## config.mk

```make
export PLATFORM = sky130hd
export DESIGN_NAME = sd_mod_adder
export DESIGN_NICKNAME = d
export VERILOG_FILES = /design/src/rtl/sdmod_pkg.sv /design/src/rtl/sd_digit_cell.sv /design/src/rtl/sd_mod_ctrl.sv /design/src/rtl/sd_mod_datapath.sv /design/src/rtl/sd_mod_adder.sv
export SDC_FILE = /design/constraint.sdc
export NUM_CORES = 1
export LEC_CHECK = 0
export ABC_AREA = 1
export BUFFER_PORTS_ARGS = -buffer_cell sky130_fd_sc_hd__buf_2
export CAP_MARGIN = 5
export CORE_MARGIN = 5
export CORE_UTILIZATION = 56
export DETAILED_ROUTE_END_ITERATION = 7
export GPL_ROUTABILITY_DRIVEN = 0
export PLACE_DENSITY = 0.81
export SLEW_MARGIN = 15
export SYNTH_ARGS = -nofsm -noshare
export SYNTH_HDL_FRONTEND = slang
export SYNTH_SLANG_ARGS = --single-unit
```

## constraint.sdc

```tcl
create_clock -name vclk -period 5.4
set_input_delay 1.35 -clock vclk [all_inputs]
set_output_delay 1.35 -clock vclk [all_outputs]
set_load 0.05 [all_outputs]
```

## src/rtl/sdmod_pkg.sv

```systemverilog
package sdmod_pkg;

  typedef enum logic [1:0] {
    MOD_POW2   = 2'd0,
    MOD_MINUS1 = 2'd1,
    MOD_PLUS1  = 2'd2
  } modSel_e;

  typedef struct packed {
    logic pos;
    logic neg;
  } sdDigit_t;

  // strobes from the mode control to the datapath
  typedef struct packed {
    logic wrapEn;   // feed top transfer back into digit 0
    logic wrapNeg;  // invert its sign on the way
  } wrapCtl_t;

  function automatic logic signed [2:0] digitVal(sdDigit_t d);
    logic signed [2:0] v;
    v = 3'sd0;
    if (d.pos && !d.neg) v = 3'sd1;
    else if (d.neg && !d.pos) v = -3'sd1;
    return v;
  endfunction

  function automatic sdDigit_t digitEnc(logic signed [2:0] v);
    sdDigit_t d;
    d.pos = (v > 3'sd0);
    d.neg = (v < 3'sd0);
    return d;
  endfunction

endpackage

```

## src/rtl/sd_digit_cell.sv

```systemverilog
module sd_digit_cell
  import sdmod_pkg::*;
(
  input  sdDigit_t xDig,
  input  sdDigit_t yDig,
  input  logic     lowNonNeg,
  output sdDigit_t transferDig,
  output sdDigit_t interimDig
);

  logic signed [2:0] localSum;
  logic signed [2:0] tVal;
  logic signed [2:0] wVal;

  always_comb begin
    localSum = digitVal(xDig) + digitVal(yDig);
    tVal = 3'sd0;
    wVal = 3'sd0;
    case (localSum)
      3'sd2:  begin tVal = 3'sd1;  wVal = 3'sd0; end
      -3'sd2: begin tVal = -3'sd1; wVal = 3'sd0; end
      3'sd1: begin
        if (lowNonNeg) begin tVal = 3'sd1; wVal = -3'sd1; end
        else           begin tVal = 3'sd0; wVal = 3'sd1;  end
      end
      -3'sd1: begin
        if (lowNonNeg) begin tVal = 3'sd0;  wVal = -3'sd1; end
        else           begin tVal = -3'sd1; wVal = 3'sd1;  end
      end
      default: begin tVal = 3'sd0; wVal = 3'sd0; end
    endcase
    transferDig = digitEnc(tVal);
    interimDig  = digitEnc(wVal);
  end

  // the interim digit leans away from the transfer that may arrive from below
  always_comb begin
    p_interim_lean_r4: assert (lowNonNeg ? (digitVal(interimDig) <= 3'sd0)
                                         : (digitVal(interimDig) >= 3'sd0))
      else $error("interim digit leans the wrong way");
  end

endmodule

```

## src/rtl/sd_mod_ctrl.sv

```systemverilog
module sd_mod_ctrl
  import sdmod_pkg::*;
#(
  parameter modSel_e MODE = MOD_MINUS1
) (
  output wrapCtl_t ctl
);

  always_comb begin
    ctl.wrapEn  = (MODE != MOD_POW2);
    ctl.wrapNeg = (MODE == MOD_PLUS1);
  end

endmodule

```

## src/rtl/sd_mod_datapath.sv

```systemverilog
module sd_mod_datapath
  import sdmod_pkg::*;
#(
  parameter int P = 8
) (
  input  logic [P-1:0] aPos,
  input  logic [P-1:0] aNeg,
  input  logic [P-1:0] bPos,
  input  logic [P-1:0] bNeg,
  input  wrapCtl_t     ctl,
  output logic [P-1:0] sPos,
  output logic [P-1:0] sNeg
);

  localparam int TOP = P - 1;

  logic [P-1:0] lowNonNeg;
  sdDigit_t     transferArr [P];
  sdDigit_t     interimArr  [P];
  logic signed [2:0] incoming [P];
  logic signed [2:0] digitSum [P];

  always_comb begin
    if (!ctl.wrapEn)      lowNonNeg[0] = 1'b1;
    else if (ctl.wrapNeg) lowNonNeg[0] = !aPos[TOP] && !bPos[TOP];
    else                  lowNonNeg[0] = !aNeg[TOP] && !bNeg[TOP];
    for (int i = 1; i < P; i++) begin
      lowNonNeg[i] = !aNeg[i-1] && !bNeg[i-1];
    end
  end

  generate
    for (genvar g = 0; g < P; g++) begin : gCell
      sd_digit_cell cell_i (
        .xDig       ('{pos: aPos[g], neg: aNeg[g]}),
        .yDig       ('{pos: bPos[g], neg: bNeg[g]}),
        .lowNonNeg  (lowNonNeg[g]),
        .transferDig(transferArr[g]),
        .interimDig (interimArr[g])
      );
    end
  endgenerate

  always_comb begin
    if (!ctl.wrapEn)      incoming[0] = 3'sd0;
    else if (ctl.wrapNeg) incoming[0] = -digitVal(transferArr[TOP]);
    else                  incoming[0] = digitVal(transferArr[TOP]);
    for (int i = 1; i < P; i++) begin
      incoming[i] = digitVal(transferArr[i-1]);
    end
    for (int i = 0; i < P; i++) begin
      digitSum[i] = digitVal(interimArr[i]) + incoming[i];
      sPos[i] = (digitSum[i] > 3'sd0);
      sNeg[i] = (digitSum[i] < 3'sd0);
    end
  end

  // interim plus incoming transfer stays a single signed digit
  always_comb begin
    for (int i = 0; i < P; i++) begin
      p_no_overflow_r4: assert (digitSum[i] <= 3'sd1 && digitSum[i] >= -3'sd1)
        else $error("digit %0d overflowed", i);
    end
  end

endmodule

```

## src/rtl/sd_mod_adder.sv

```systemverilog
module sd_mod_adder
  import sdmod_pkg::*;
#(
  parameter int      P    = 8,
  parameter modSel_e MODE = MOD_MINUS1
) (
  input  logic [P-1:0] opAPos,
  input  logic [P-1:0] opANeg,
  input  logic [P-1:0] opBPos,
  input  logic [P-1:0] opBNeg,
  output logic [P-1:0] sumPos,
  output logic [P-1:0] sumNeg
);

  localparam longint BASE    = longint'(64'(1) << P);
  localparam longint MODULUS = (MODE == MOD_POW2)   ? BASE :
                               (MODE == MOD_MINUS1) ? BASE - 1 : BASE + 1;

  wrapCtl_t ctl;

  sd_mod_ctrl #(.MODE(MODE)) ctrl_i (
    .ctl(ctl)
  );

  sd_mod_datapath #(.P(P)) dp_i (
    .aPos(opAPos),
    .aNeg(opANeg),
    .bPos(opBPos),
    .bNeg(opBNeg),
    .ctl (ctl),
    .sPos(sumPos),
    .sNeg(sumNeg)
  );

  function automatic longint wordVal(logic [P-1:0] pv, logic [P-1:0] nv);
    longint acc;
    acc = 0;
    for (int k = 0; k < P; k++) begin
      if (pv[k] && !nv[k]) acc = acc + (longint'(1) <<< k);
      if (nv[k] && !pv[k]) acc = acc - (longint'(1) <<< k);
    end
    return acc;
  endfunction

  longint diffVal;

  // result congruent to the operand sum in the selected modulus
  // zero in gives zero out; R4: result digits legal
  always_comb begin
    diffVal = wordVal(sumPos, sumNeg) - wordVal(opAPos, opANeg) - wordVal(opBPos, opBNeg);
    if (((opAPos & opANeg) == '0) && ((opBPos & opBNeg) == '0)) begin
      p_residue_r1: assert ((diffVal % MODULUS) == 0)
        else $error("sum not congruent");
      p_legal_out_r4: assert ((sumPos & sumNeg) == '0)
        else $error("illegal result digit");
    end
    if ((opAPos | opANeg | opBPos | opBNeg) == '0) begin
      p_zero_r5: assert ((sumPos | sumNeg) == '0)
        else $error("zero operands gave nonzero sum");
    end
  end

endmodule

```

==> metrics.md <==
| Metric | Value |
|---|---|
| Status | complete, no violations |
| Worst Hold Class | input pin to primary output |
| Final period utilization | between 90% and 100% |
| WL met1 | around 1400 um |
| Most common cell after layout, fill and taps aside | inv_1 |
| Final wirelength | ~3000 um |
| P_leak | 1.415 nW |
| RSZ-0062 raised after global routing | false |
| Pin count of the biggest net entering global routing | 6 |
| IO Pins | between 40 and 50 |
| Port Buf Inserts | between 40 and 50 |
| Final setup violation count | 0 |
| Power Dens Cells | ~240 mW/mm2 |
| Rows | 20 |
| DP HPWL | around 2900 um |
| Cell variety after synth | 16 |
| Post-layout minimum cycle time | around 5.2 ns |
| Post-DRT Antenna Nets | 0 |
| CP peak stage delay | around 0.58 ns |
| Synthesized area per cell | between 6 and 7 um2 |
| Worst vdd ir | ~180 uV |
| Antenna cells | 0 |
| Chip height | roughly 67 um |
| Crit path buf inv count | 5 |
| DR vias/cell | 4.403 |
| Drt wl/cell | 8.392 um |
| Combinational power share | 100.0% |
| Horiz. Die Dim | around 67 um |
| GRT Total Usage | between 10% and 20% |
| DR iter-0 viols | between 50 and 60 |
| Sequential power share | 0% |
| Top delay family on crit path | adder cells |
| Final slew viol count | 0 |
| Min Hold Slack | ~3.3 ns |
| Worst-margin pin slew | 0.2594 ns |
| Largest cells by area after synthesis | fa_1, ha_1, inv_1, nand2_1, nor2_1 |
| Clock Power Share | 0% |
| Yosys top cell area share | between 20% and 30% |
| DRC violations left | 0 |
| Max Fclk | around 0.19 GHz |
| Fin. Hold Viols | 0 |
| CP Capture Type | primary output |
| Clk_buf instances | 0 |
| Synth warn | 0 |
| Post-Syn Area | roughly 0.0018 mm2 |
| Met3 WL | between 90 and 100 um |
| Layout area overhead | 17.04% |
| Fillers | around 300 |
| Global-route wire length before repair | 5623 um |
| CP startpoint kind | input pin |
| Net Sw Frac | between 60% and 70% |
| FF+latch count | 0 |
| Critical path class | input pin to primary output |
| Slew HR | roughly 83% |
| P_int | roughly 0.15 mW |
| Most frequent cells in the layout | inv_1, nand2_1, buf_2 |
| Synth Instances | 273 |
| Syn Nets | 361 |
| Reg area | 0 um2 |
| Dpl cells | approximately 370 |
| Initial Utilization | between 50 and 60% |
| Setup TNS | 0 ns |
| Max cap viols | 0 |
| Final Non-Filler Cells | 365 |
| Slowest CP cell | fa_1 |
| Final #Nets | between 400 and 500 |
| Core area | between 0.003 and 0.004 mm2 |
| DP Area | around 0.0021 mm2 |
| Vias in the first global route | between 1000 and 1500 |
| Met2 wire len | between 1500 and 2000 um |
| Sw Pwr | 0.3508 mW |
| Post-synthesis sequential area ratio | 0% |
| Router iterations before antenna repair | 4 |
| GRT overflow | 0 |
| CP Cell Sequence | buf_2, inv_1, ha_1, inv_1, ha_1, inv_1, fa_1, nand3b_1, nand2_1, ha_1, fa_1, nor2_1, nor2_1, clkbuf_4 |
| Die area | roughly 0.0044 mm2 |
| # hold bufs at CTS | 0 |
| Max layer used | met3 |
| Worst Path Arrival | approximately 3.9 ns |
| Via count | ~1600 |
| Antenna violations before repair | 0 |
| Cell area after layout | around 0.0021 mm2 |
| Worst-path maximum fanout | 5 |
| Fraction of layout cells with a size suffix above 1 | between 10% and 20% |
| Critical path data required time | just over 4 ns |
| Synth area leader | fa_1 |
[worst paths after layout]
kind / startpoint / endpoint / slack, ns / cells past startpoint
worst max-delay path: opAPos[7] / sumPos[7] / 0.17 / 14
worst min-delay path: opANeg[2] / sumNeg[3] / 3.35 / 6
[through the flow]
step,setup WS (ns),utilization (%),total power [mW]
floorplan,0.05338,-,0.3989
global placement,0.1968,68.36,0.4921
global route,0.006027,68.69,0.5648
detailed placement,0.1384,68.36,0.5003
CTS,0.1227,68.36,0.5035
finish,0.1718,68.69,0.5048
[power by group through the flow]
stage	clock network, mW	logic (mW)	registers, mW
final	0	0.505	0
after global routing	0	0.565	0
after CTS	0	0.504	0
after detailed placement	0	0.500	0
after global placement	0	0.492	0
after floorplan	0	0.399	0
[tightest hold or removal path, stage by stage]
cell and delay, ns:
buf_2 0.09, inv_1 0.04, nand3_1 0.10, fa_1 0.17
inv_1 0.04, buf_2 0.20
[final cells by class]
cell class | count | area, um2 | share of cell area [%]
inverter | 86 | 322.8 | 15.39
multi-input combinational | 187 | 1471 | 70.17
tap | 44 | 55.05 | 2.625
timing repair buffer | 48 | 247.7 | 11.81
[layer usage]
| layer | up-vias | global-route usage (%) |
|---|---|---|
| met2 | 18 | 27.97 |
| li1 | 888 | - |
| met1 | 701 | 20.71 |
| met5 | - | 0 |
| met3 | 0 | 0.3373 |
| met4 | 0 | 0 |
[Yosys cell counts]
master,count
a21oi_1,7
ha_1,32
nand2_1,49
or2_4,1
o21ai_0,1
nand3b_1,2
a21boi_2,1
nor2_4,1
fa_1,24
nor2_1,37
o21bai_2,1
inv_1,86
nand3_1,21
nor2_2,3
nand4_1,2
nand2_2,5
[timing repair]
item,in CTS,in global routing
setup endpoints to repair,0,4
resized for setup,0,4
buffers inserted,0,0
[cells by family (layout without fill, tap and decap cells)]
kind of cell / count (synthesis) / after routing / share of synthesized area, %
AO/OA/AOI/OAI: 10 / 10 / 3.491
adder cells (fa/ha/maj): 56 / 56 / 49.16
buffers and inverters: 86 / 134 / 18.02
AND/OR/NAND/NOR: 121 / 121 / 29.33
(Power assumes the default switching activity.)
